==> src/rtl/trap_pkg.sv <==
package trap_pkg;

  localparam int IRQ_N       = 8;
  localparam int SPACE_SHIFT = 5;

  typedef enum logic [4:0] {
    K_INT = 5'd0, K_MOD = 5'd1, K_TLBL = 5'd2, K_TLBS = 5'd3,
    K_ADEL = 5'd4, K_ADES = 5'd5, K_IBE = 5'd6, K_DBE = 5'd7,
    K_SYS = 5'd8, K_BRK = 5'd9, K_RI = 5'd10, K_CPU = 5'd11,
    K_OVF = 5'd12, K_TRAP = 5'd13, K_FPE = 5'd14, K_CACHE = 5'd15,
    K_NMI = 5'd16, K_SRST = 5'd17, K_DEBUG = 5'd18
  } excKind_e;

  // Status field positions
  localparam int ST_EXL = 1;
  localparam int ST_ERL = 2;
  localparam int ST_KSU_LO = 3;
  localparam int ST_IM_LO = 8;
  localparam int ST_SR = 20;
  localparam int ST_BEV = 22;
  // Cause field positions
  localparam int CA_EC_LO = 2;
  localparam int CA_IV = 23;
  localparam int CA_CE_LO = 28;
  localparam int CA_BD = 31;

  localparam logic [31:0] VEC_BOOT  = 32'hBFC0_0200;
  localparam logic [31:0] VEC_RESET = 32'hBFC0_0000;
  localparam logic [31:0] VEC_DEBUG = 32'hBFC0_0480;
  localparam logic [31:0] OFF_GEN   = 32'h0000_0180;
  localparam logic [31:0] OFF_INT   = 32'h0000_0200;
  localparam logic [31:0] OFF_CBOOT = 32'h0000_0100;
  localparam logic [31:0] OFF_CRUN  = 32'h2000_0100;

  typedef enum logic [2:0] {
    V_GEN, V_INT, V_REFILL, V_CACHE, V_RESET, V_DEBUG
  } vecSel_e;

  typedef struct packed {
    logic       commit;
    logic       flagErr;
    logic       saveEpc;
    logic       saveErrEpc;
    logic       saveDepc;
    logic       setSr;
    logic       forceKernel;
    logic       clrBd;
    logic       writeCode;
    logic       writeCe;
    logic [4:0] code;
    vecSel_e    vecSel;
  } trapCtl_t;

endpackage

==> src/rtl/trap_ctrl.sv <==
module trap_ctrl
  import trap_pkg::*;
(
  input  logic       excValid,
  input  logic [4:0] excKind,
  input  logic       exlIn,
  input  logic       refillMiss,
  output trapCtl_t   ctl
);

  logic known;
  logic ordinary;
  logic errClass;

  assign known    = excKind <= K_DEBUG;
  assign ordinary = excKind <= K_CACHE;
  assign errClass = (excKind == K_NMI) || (excKind == K_SRST);

  function automatic logic [4:0] codeOf(input logic [4:0] kind);
    case (kind)
      K_FPE:   codeOf = 5'd15;
      K_CACHE: codeOf = 5'd30;
      default: codeOf = kind;
    endcase
  endfunction

  always_comb begin
    ctl             = '0;
    ctl.vecSel      = V_GEN;
    ctl.commit      = excValid && known;
    ctl.flagErr     = excValid && !known;
    ctl.saveEpc     = ctl.commit && ordinary && !exlIn;
    ctl.saveErrEpc  = ctl.commit && errClass;
    ctl.saveDepc    = ctl.commit && (excKind == K_DEBUG);
    ctl.setSr       = ctl.commit && (excKind == K_SRST);
    ctl.forceKernel = ctl.commit && (!ordinary || !exlIn);
    ctl.clrBd       = ctl.commit && !ordinary && !exlIn;
    ctl.writeCode   = ctl.commit && ordinary;
    ctl.writeCe     = ctl.commit && (excKind == K_CPU);
    ctl.code        = codeOf(excKind);
    if (errClass)                              ctl.vecSel = V_RESET;
    else if (excKind == K_DEBUG)               ctl.vecSel = V_DEBUG;
    else if (excKind == K_INT)                 ctl.vecSel = V_INT;
    else if (excKind == K_CACHE)               ctl.vecSel = V_CACHE;
    else if ((excKind == K_TLBL || excKind == K_TLBS) && refillMiss && !exlIn)
                                               ctl.vecSel = V_REFILL;
  end

endmodule

==> src/rtl/trap_irq_prio.sv <==
module trap_irq_prio #(
  parameter int N = 8,
  localparam int W = $clog2(N)
) (
  input  logic [N-1:0] req,
  output logic [W-1:0] idx
);

  always_comb begin
    idx = '0;
    for (int i = 1; i < N; i++) begin
      if (req[i]) idx = W'(i);
    end
  end

endmodule

==> src/rtl/trap_datapath.sv <==
module trap_datapath
  import trap_pkg::*;
#(
  parameter int VS_W = 5
) (
  input  logic            clk,
  input  logic            rstN,
  input  trapCtl_t        ctl,
  input  logic [31:0]     curPc,
  input  logic            inDelaySlot,
  input  logic            branch16,
  input  logic            isaMode,
  input  logic [1:0]      cpNum,
  input  logic [31:0]     statusIn,
  input  logic [31:0]     causeIn,
  input  logic [31:0]     ebaseIn,
  input  logic [VS_W-1:0] vsIn,
  input  logic [IRQ_N-1:0] irqPend,
  input  logic            vecInt,
  input  logic            vecExt,
  output logic [31:0]     pcOut,
  output logic [31:0]     statusOut,
  output logic [31:0]     causeOut,
  output logic [31:0]     epcOut,
  output logic [31:0]     errorEpcOut,
  output logic [31:0]     depcOut,
  output logic            takenOut,
  output logic            errOut
);

  localparam int PW = $clog2(IRQ_N);

  logic [IRQ_N-1:0] maskedIrq;
  logic [PW-1:0]    prioIdx;
  logic [IRQ_N-1:0] vecNum;
  logic [31:0]      spacing;
  logic [31:0]      base;
  logic [31:0]      intOff;
  logic [31:0]      offset;
  logic [31:0]      resumePc;
  logic [31:0]      nextPc;
  logic [31:0]      nextStatus;
  logic [31:0]      nextCause;

  assign maskedIrq = irqPend & statusIn[ST_IM_LO +: IRQ_N];

  trap_irq_prio #(.N(IRQ_N)) u_prio (
    .req (maskedIrq),
    .idx (prioIdx)
  );

  always_comb begin
    resumePc = curPc | {31'b0, isaMode};
    if (inDelaySlot) resumePc = resumePc - (branch16 ? 32'd2 : 32'd4);
  end

  always_comb begin
    base    = statusIn[ST_BEV] ? VEC_BOOT : (ebaseIn & ~32'h3FF);
    spacing = 32'(vsIn) << SPACE_SHIFT;
    if (vecInt)      vecNum = IRQ_N'(prioIdx);
    else if (vecExt) vecNum = maskedIrq;
    else             vecNum = '0;
    if (vecInt || vecExt)
      intOff = OFF_INT + 32'(vecNum) * spacing;
    else
      intOff = causeIn[CA_IV] ? OFF_INT : OFF_GEN;
    case (ctl.vecSel)
      V_INT:    offset = intOff;
      V_REFILL: offset = 32'h0;
      V_CACHE:  offset = statusIn[ST_BEV] ? OFF_CBOOT : OFF_CRUN;
      default:  offset = OFF_GEN;
    endcase
    case (ctl.vecSel)
      V_RESET: nextPc = VEC_RESET;
      V_DEBUG: nextPc = VEC_DEBUG;
      default: nextPc = base + offset;
    endcase
  end

  always_comb begin
    nextStatus = statusIn;
    if (ctl.saveEpc)     nextStatus[ST_EXL] = 1'b1;
    if (ctl.forceKernel) nextStatus[ST_KSU_LO +: 2] = 2'b00;
    if (ctl.saveErrEpc) begin
      nextStatus[ST_ERL] = 1'b1;
      nextStatus[ST_BEV] = 1'b1;
    end
    if (ctl.setSr)       nextStatus[ST_SR] = 1'b1;

    nextCause = causeIn;
    if (ctl.saveEpc)   nextCause[CA_BD] = inDelaySlot;
    if (ctl.clrBd)     nextCause[CA_BD] = 1'b0;
    if (ctl.writeCode) nextCause[CA_EC_LO +: 5] = ctl.code;
    if (ctl.writeCe)   nextCause[CA_CE_LO +: 2] = cpNum;
  end

  always_ff @(posedge clk) begin
    if (!rstN) begin
      pcOut       <= '0;
      statusOut   <= '0;
      causeOut    <= '0;
      epcOut      <= '0;
      errorEpcOut <= '0;
      depcOut     <= '0;
      takenOut    <= 1'b0;
      errOut      <= 1'b0;
    end else begin
      takenOut <= ctl.commit;
      errOut   <= ctl.flagErr;
      if (ctl.commit) begin
        pcOut     <= nextPc;
        statusOut <= nextStatus;
        causeOut  <= nextCause;
      end
      if (ctl.saveEpc)    epcOut      <= resumePc;
      if (ctl.saveErrEpc) errorEpcOut <= resumePc;
      if (ctl.saveDepc)   depcOut     <= resumePc;
    end
  end

endmodule

==> src/rtl/trap_vector_unit.sv <==
module trap_vector_unit
  import trap_pkg::*;
#(
  parameter int VS_W = 5
) (
  input  logic            clk,
  input  logic            rstN,
  input  logic            excValid,
  input  logic [4:0]      excKind,
  input  logic [31:0]     curPc,
  input  logic            inDelaySlot,
  input  logic            branch16,
  input  logic            isaMode,
  input  logic            refillMiss,
  input  logic [1:0]      cpNum,
  input  logic [31:0]     statusIn,
  input  logic [31:0]     causeIn,
  input  logic [31:0]     ebaseIn,
  input  logic [VS_W-1:0] vsIn,
  input  logic [7:0]      irqPend,
  input  logic            vecInt,
  input  logic            vecExt,
  output logic [31:0]     pcOut,
  output logic [31:0]     statusOut,
  output logic [31:0]     causeOut,
  output logic [31:0]     epcOut,
  output logic [31:0]     errorEpcOut,
  output logic [31:0]     depcOut,
  output logic            takenOut,
  output logic            errOut
);

  trapCtl_t ctl;

  trap_ctrl u_ctrl (
    .excValid   (excValid),
    .excKind    (excKind),
    .exlIn      (statusIn[ST_EXL]),
    .refillMiss (refillMiss),
    .ctl        (ctl)
  );

  trap_datapath #(.VS_W(VS_W)) u_dp (
    .clk         (clk),
    .rstN        (rstN),
    .ctl         (ctl),
    .curPc       (curPc),
    .inDelaySlot (inDelaySlot),
    .branch16    (branch16),
    .isaMode     (isaMode),
    .cpNum       (cpNum),
    .statusIn    (statusIn),
    .causeIn     (causeIn),
    .ebaseIn     (ebaseIn),
    .vsIn        (vsIn),
    .irqPend     (irqPend),
    .vecInt      (vecInt),
    .vecExt      (vecExt),
    .pcOut       (pcOut),
    .statusOut   (statusOut),
    .causeOut    (causeOut),
    .epcOut      (epcOut),
    .errorEpcOut (errorEpcOut),
    .depcOut     (depcOut),
    .takenOut    (takenOut),
    .errOut      (errOut)
  );

endmodule

==> config.mk <==
export PLATFORM = sky130hd
export DESIGN_NAME = trap_vector_unit
export DESIGN_NICKNAME = d
export VERILOG_FILES = /design/src/rtl/trap_pkg.sv /design/src/rtl/trap_ctrl.sv /design/src/rtl/trap_irq_prio.sv /design/src/rtl/trap_datapath.sv /design/src/rtl/trap_vector_unit.sv
export SDC_FILE = /design/constraint.sdc
export NUM_CORES = 1
export LEC_CHECK = 0
export BUFFER_PORTS_ARGS = -buffer_cell sky130_fd_sc_hd__clkbuf_2
export CAP_MARGIN = 10
export CORE_MARGIN = 4
export CORE_UTILIZATION = 45
export DETAILED_ROUTE_END_ITERATION = 16
export PLACE_DENSITY_LB_ADDON = 0.12
export SYNTH_ARGS = -nofsm -noshare
export SYNTH_HDL_FRONTEND = slang
export SYNTH_SLANG_ARGS = --single-unit
==> constraint.sdc <==
create_clock -name clk -period 8.8 [get_ports clk]
set_clock_uncertainty 0.05 [all_clocks]
set_input_delay 1.32 -clock clk [delete_from_list [all_inputs] [get_ports clk]]
set_output_delay 1.32 -clock clk [all_outputs]
set_load 0.02 [all_outputs]
==> flow_metrics.py, run 1 <==
metrics = {
    "power_and_ir_drop": {
        "leakagePower_nw": 5.30,
        "swShare_pct": 30.9,
        "vdd_drop_max_v": 0.000122,
        "p_int_mw": 1.39,
        "powerDensity_mw_per_mm2": 169,
        "switchingPower_uw": 621,
        "fin_total_pwr_mw": 2.01,
        "seqPwrFrac_pct": 44.8,
        "combPwrFrac_pct": 16.3,
        "p_clk_share_pct": 38.9,
    },
    "final_layout": {
        "fillers": 2045,
        "syn_to_final_growth_pct": 24.9,
        "multi_input_area_mm2": 0.00530,
        "antenna_cells": 0,
        "nets": 1662,
        "drive_above_1_share_pct": 27.1,
        "regArea_mm2": 0.00378,
    },
    "cts": {
        "cts_hold_buf": 0,
        "numCtsBuffers": 17,
        "root_buffer": "clkbuf_16",
        "clk_pin_slew_worst_paths_ns": 0.08,
        "htree_levels": 4,
        "cts.sinks": 189,
        "clock_path_buffers": 2,
        "cts_tree": "built",
        "clock_latency_ns": 0.43,
        "cts_setup_buffers": 0,
        "cts_resized": 0,
    },
    "detailed_routing": {
        "drt_iter0_markers": 485,
        "first_pass_iters": 4,
        "wl_per_cell_um": 16.8,
        "wirelength_um": 29200,
        "num_vias": 9151,
        "ant_nets": 0,
        "via_per_inst": 5.27,
        "post-route-drc-count": 0,
    },
    "logic_synthesis": {
        "synth_compound_area_share_pct": 20.3,
        "synth_top_area_share_pct": 39.6,
        "synth_ff_type": "dfxtp_1",
        "async_reset_ff_share_pct": 0,
        "synth_mux_area_share_pct": 0.747,
        "synth_edf_count": 0,
        "synthTopCellsByArea": "dfxtp_1 40%, a21oi_1 6.7%, nand2_1 6.2%",
        "synthTopCellsByCount": "189 x dfxtp_1, 158 x nand2_1, 128 x a21oi_1",
        "syn_inst": 1157,
        "synthAdderAreaFrac_pct": 8.78,
        "synthMostInstantiatedCell": "dfxtp_1",
        "yosys_warnings": 0,
        "synth.largest_area_cell": "dfxtp_1",
        "synth_area_mm2": 0.00955,
        "synth-simple-area-share_pct": 20.3,
        "syn_avg_cell_area_um2": 8.26,
        "yosysSeqAreaShare_pct": 39.6,
        "synth-seq-cells": 189,
        "synth-xor-area-share_pct": 4.95,
        "synth_cell_types": 63,
        "synth_top_family_by_area": "compound AO/OA/AOI/OAI gates",
    },
    "global_routing": {
        "antenna_found_initial": 1,
        "grt_pass1_wl_um": 46400,
        "grt_overflow": 0,
        "grt_usage_pct": 24.1,
        "grt_pass1_vias": 8799,
        "grt_max_degree": 85,
    },
    "floorplan": {
        "io_pins": 351,
        "start_util_pct": 45.6,
        "die_h_um": 154,
        "fp.dieW_um": 154,
        "core_area_mm2": 0.0210,
        "dieArea_mm2": 0.0236,
        "std_cell_rows": 53,
    },
    "sta": {
        "hold_violations": 0,
        "slew-limit-headroom_pct": 35.3,
        "fmax_mhz": 134,
        "setup_viol": 0,
        "slew_viol_final": 0,
        "setup-tns-final_ns": 0,
        "tightestPinTransition_ns": 0.970,
        "finalCritPeriodShare_pct": 85.1,
        "rsz0062_at_grt": "no",
        "period_minus_slack_ns": 7.49,
    },
    "setup_path": {
        "rr_startpoint": "u_dp.pcOut[31]$_SDFFE_PN0P_",
        "criticalPathCategory": "primary input to flop",
        "cp.required_ns": 9.09,
        "crit_start": "irqPend[2]",
        "cp-end-kind": "flop",
        "cp-start-kind": "primary input",
        "crit_fanout": 5,
        "crit_arrival_ns": 7.78,
    },
    "flow_run": {
        "cap_violations": 0,
    },
    "min_path": {
        "hp-start": "u_dp.causeOut[20]$_SDFFE_PN0P_",
        "min_path_type": "flop to flop",
    },
    "placement": {
        "dp_hpwl_um": 21800,
        "gp_congestion": 0.909,
        "port-buffer-count": 335,
    },
    "status": {
        "outcome": "complete, no violations",
    },
}
[flip-flops by register name, indices dropped and copies added (netlist names)]
name              count
u_dp.errorEpcOut     32
u_dp.epcOut          32
u_dp.statusOut       32
u_dp.takenOut         1
u_dp.pcOut           27
u_dp.depcOut         32
u_dp.causeOut        32
u_dp.errOut           1
[metal layers]
metal / global-route usage [%] / routed length, um / up-vias
li1: - / - / 4593
met1: 29.2 / 12100 / 4215
met2: 40.3 / 13800 / 295
met3: 7.77 / 2450 / 46
met4: 8.45 / 845 / 2
met5: 0 / 13 / -
[cell type report]
cell class	instances	share of cell area, %
Timing Repair Buffer	343	14.6
Multi-Input combinational cell	852	44.4
Inverter	47	1.50
Tap cell	275	2.88
Sequential cell	189	31.7
Clock inverter	14	1.34
Clock buffer	18	3.60
[kinds of logic (layout without fill, tap and decap cells)]
logic type / after synthesis / count (layout)
simple gates: 408 / 408
compound gates: 323 / 323
flops: 189 / 189
buf+inv: 120 / 422
fa+ha+maj: 55 / 55
xor+xnor: 54 / 54
mux: 7 / 7
other cells: 1 / 5
[power by group through the flow]
stage | registers, mW | clock network (mW) | logic (mW)
4_1_cts | 0.901 | 0.802 | 0.331
3_3_place_gp | 0.920 | 0 | 0.327
3_5_place_dp | 0.921 | 0 | 0.329
6_report | 0.901 | 0.783 | 0.329
5_1_grt | 0.905 | 0.840 | 0.366
2_1_floorplan | 0.958 | 0 | 0.170
[worst max-delay path: stages]
cell and delay, ns:
clkbuf_2 0.10, nand2_1 0.08, nand3_1 0.07, a21boi_0 0.16, o21ai_0 0.10, a31oi_1 0.37
nand2_1 0.15, fa_1 0.52, fa_1 0.53, fa_1 0.56, inv_1 0.05, ha_1 0.35
nand2b_1 0.13, a211oi_1 0.31, o22ai_1 0.18, and4b_1 0.22, nor4_1 0.51, xor2_1 0.20
nor2_1 0.06, ha_1 0.37, nand2_1 0.07, o21ai_0 0.34, a21oi_1 0.20, a211oi_1 0.45
a211oi_1 0.10, o32ai_1 0.28
[stage by stage]
stage	util, %	instances	setup WS [ns]	area (um^2)	hold slack, ns
after CTS	57.0	1738	1.37	11900	0.407
final	57.0	1738	1.31	11900	0.405
after global placement	54.1	1706	0.946	11300	0.391
after global routing	57.0	1738	0.677	11900	0.422
after detailed placement	54.1	1706	0.958	11300	0.396
after floorplan	-	1161	1.60	9570	0.480
[layout by cell type, fill, tap and decap left out, drive strengths merged, types with 4 or more instances in the layout]
| cell | instances |
|---|---|
| clkbuf | 353 |
| nor2 | 113 |
| nand3 | 15 |
| xor2 | 18 |
| nor3 | 24 |
| mux2i | 6 |
| o211ai | 4 |
| nor4 | 8 |
| a31oi | 8 |
| or2 | 6 |
| nand2b | 11 |
| nor3b | 4 |
| nand2 | 158 |
| buf | 8 |
| inv | 58 |
| a22oi | 8 |
| fa | 20 |
| and2 | 22 |
| conb | 5 |
| o21ai | 74 |
| dfxtp | 189 |
| a21boi | 4 |
| a211oi | 65 |
| a21oi | 128 |
| ha | 35 |
| xnor2 | 36 |
| or3 | 13 |
| nor2b | 15 |
| nand4 | 4 |
| a21o | 8 |
[worst paths after layout]
| path | endpoint | slack [ns] | cells after the start |
|---|---|---|---|
| worst min-delay path | u_dp.causeOut[20]$_SDFFE_PN0P_ | 0.41 | 2 |
| worst min register to register | u_dp.causeOut[20]$_SDFFE_PN0P_ | 0.41 | 2 |
| worst max-delay path | u_dp.pcOut[31]$_SDFFE_PN0P_ | 1.31 | 26 |
| worst max register to register | u_dp.pcOut[31]$_SDFFE_PN0P_ | 7.65 | 3 |
Power figures use the tool's default switching activity.
==> run 2: changes to the inputs <==
--- a/config.mk
+++ b/config.mk
@@ -5,6 +5,7 @@
 export SDC_FILE = /design/constraint.sdc
 export NUM_CORES = 1
 export LEC_CHECK = 0
+export ABC_AREA = 1
 export BUFFER_PORTS_ARGS = -buffer_cell sky130_fd_sc_hd__clkbuf_2
 export CAP_MARGIN = 10
 export CORE_MARGIN = 4
==> run 2 against run 1 <==
Compared with the run above: clock power up 7.3%; power up 6.3%; die area up 13%; core utilization down 0.53 points; critical path type unchanged; synthesized cell count up 37%; via count up 20%; worst setup slack better by 0.94 ns.
==> flow_metrics.py, run 2 <==
metrics = {
    "status": {
        "outcome": "complete, no violations",
    },
    "sta": {
        "fmax_mhz": 153,
        "setup_viol": 0,
        "setup-tns-final_ns": 0,
        "hold_violations": 0,
        "slew_viol_final": 0,
        "slew-limit-headroom_pct": 38.5,
        "finalCritPeriodShare_pct": 74.4,
        "tightestPinTransition_ns": 0.920,
        "rsz0062_at_grt": "no",
        "period_minus_slack_ns": 6.55,
    },
    "final_layout": {
        "layout_commonest_cell": "clkbuf_2",
        "syn_to_final_growth_pct": 22.8,
        "fillers": 2374,
        "drive_above_1_share_pct": 23.1,
        "antenna_cells": 0,
        "stdcell_count": 2218,
        "nets": 2098,
        "final_cell_mix": "334 x clkbuf_2, 290 x nand2_1, 279 x nor2_1",
        "finalCoreUtilization_pct": 56.4,
    },
    "detailed_routing": {
        "first_pass_iters": 5,
        "num_vias": 11000,
        "wirelength_um": 33900,
        "via_per_inst": 4.95,
        "ant_nets": 0,
        "post-route-drc-count": 0,
        "drt_iter0_markers": 759,
        "wl_per_cell_um": 15.3,
    },
    "placement": {
        "dp_hpwl_um": 26200,
        "port-buffer-count": 335,
        "place_inst": 2186,
        "gp_congestion": 0.884,
    },
    "cts": {
        "cts_setup_buffers": 0,
        "cts_tree": "built",
        "htree_levels": 4,
        "cts_resized": 0,
        "clk_pin_slew_worst_paths_ns": 0.08,
        "numCtsBuffers": 17,
        "cts.sinks": 189,
        "cts_hold_buf": 0,
        "clock_latency_ns": 0.44,
        "root_buffer": "clkbuf_16",
        "clock_path_buffers": 2,
    },
    "setup_path": {
        "slowest_stage": "fa_1",
        "reg2reg_slack_ns": 7.98,
        "cp.required_ns": 9.08,
        "reg2reg_depth": 3,
        "cp-start-kind": "primary input",
        "cpMostUsedCell": "nand2_1",
        "criticalPathCategory": "primary input to flop",
        "crit_arrival_ns": 6.83,
        "slowest_delay_ns": 0.55,
        "rr_startpoint": "u_dp.epcOut[14]$_SDFFE_PN0P_",
        "rr_endpoint": "u_dp.epcOut[14]$_SDFFE_PN0P_",
        "cp-end-kind": "flop",
        "crit_fanout": 7,
    },
    "min_path": {
        "hold_path_depth": 2,
        "min_path_type": "flop to flop",
        "hp-start": "u_dp.epcOut[2]$_SDFFE_PN0P_",
        "hold_end": "u_dp.epcOut[2]$_SDFFE_PN0P_",
    },
    "logic_synthesis": {
        "syn_inst": 1587,
        "synthTopCellsByArea": "dfxtp_1 35%, nand2_1 10%, nor2_1 9.7%",
        "synth-seq-cells": 189,
        "synthMostInstantiatedCell": "nand2_1",
        "synth_ff_type": "dfxtp_1",
        "synth_cell_types": 46,
        "synth_edf_count": 0,
        "async_reset_ff_share_pct": 0,
        "synth_area_mm2": 0.0109,
        "syn_avg_cell_area_um2": 6.84,
        "synthTopCellsByCount": "290 x nand2_1, 279 x nor2_1, 222 x inv_1",
        "yosys_warnings": 0,
        "synth_top_area_share_pct": 34.9,
        "yosysSeqAreaShare_pct": 34.9,
        "synth.largest_area_cell": "dfxtp_1",
    },
    "flow_run": {
        "cap_violations": 0,
    },
    "global_routing": {
        "grt_pass1_vias": 10600,
        "grt.met3_usage_pct": 7.72,
        "grt_usage_pct": 25.0,
        "top_usage_layer": "met2",
        "antenna_found_initial": 2,
        "met2_usage_pct": 41.3,
        "grt_overflow": 0,
        "grt_max_degree": 96,
        "use_met1_pct": 31.2,
        "grt_pass1_wl_um": 54100,
    },
    "floorplan": {
        "io_pins": 351,
        "die_h_um": 163,
        "core_area_mm2": 0.0236,
        "start_util_pct": 46.0,
        "dieArea_mm2": 0.0267,
        "fp.dieW_um": 163,
        "std_cell_rows": 56,
    },
    "power_and_ir_drop": {
        "vdd_drop_max_v": 0.000109,
        "fin_total_pwr_mw": 2.14,
        "leakagePower_nw": 7.09,
        "powerDensity_mw_per_mm2": 161,
    },
}
[run 2: cells by family after synthesis]
kind of cell,share of synthesized area [%]
simple gates,29.0
compound gates,15.2
buf+inv,10.8
flops,34.9
fa+ha+maj,7.73
xor+xnor,2.29
other cells,0.0346
[run 2: how the worst max path moves through the flow]
stage,startpoint,endpoint,slack [ns],cells after the start
global placement,statusIn[9],u_dp.pcOut[28]$_SDFFE_PN0P_,1.87,34
global route,statusIn[9],u_dp.pcOut[29]$_SDFFE_PN0P_,1.51,36
detailed placement,statusIn[9],u_dp.pcOut[29]$_SDFFE_PN0P_,1.84,36
floorplan,irqPend[1],u_dp.pcOut[29]$_SDFFE_PN0P_,2.56,36
CTS,statusIn[9],u_dp.pcOut[25]$_SDFFE_PN0P_,2.26,36
finish,statusIn[9],u_dp.pcOut[25]$_SDFFE_PN0P_,2.25,36
[run 2: critical path: cells and delay by family]
kind                       cells  cell delay [ns]
adders and majority gates      6             2.52
AOI/OAI and AO/OA              6             0.87
and+or+nand+nor               17             1.69
buffers and inverters          7             0.41
[run 2: area by class of cell]
cell class,instances,area (um^2),area share [%]
well taps,319,399,3.00
clock inverters,15,224,1.68
clock buffers,17,425,3.19
repair buffers,341,1720,12.9
inverters,229,860,6.45
multi-input cells,1108,5910,44.3
flip-flops and latches,189,3780,28.4
[run 2: power breakdown]
group	switching, mW	internal [mW]
Clock	0.437	0.403
Combinational	0.257	0.129
Sequential	0.0197	0.893
[run 2: through the flow]
step | hold WS [ns] | setup slack, ns | cell area [um^2]
3_3_place_gp | 0.400 | 1.87 | 12700
3_5_place_dp | 0.405 | 1.84 | 12700
2_1_floorplan | 0.486 | 2.56 | 10900
5_1_grt | 0.440 | 1.51 | 13300
6_report | 0.417 | 2.25 | 13300
4_1_cts | 0.417 | 2.26 | 13300
[run 2: per-layer routing]
metal,wire (um),up-vias
met2,15300,366
li1,-,5617
met3,2910,53
met4,930,4
met5,34,-
met1,14700,4937
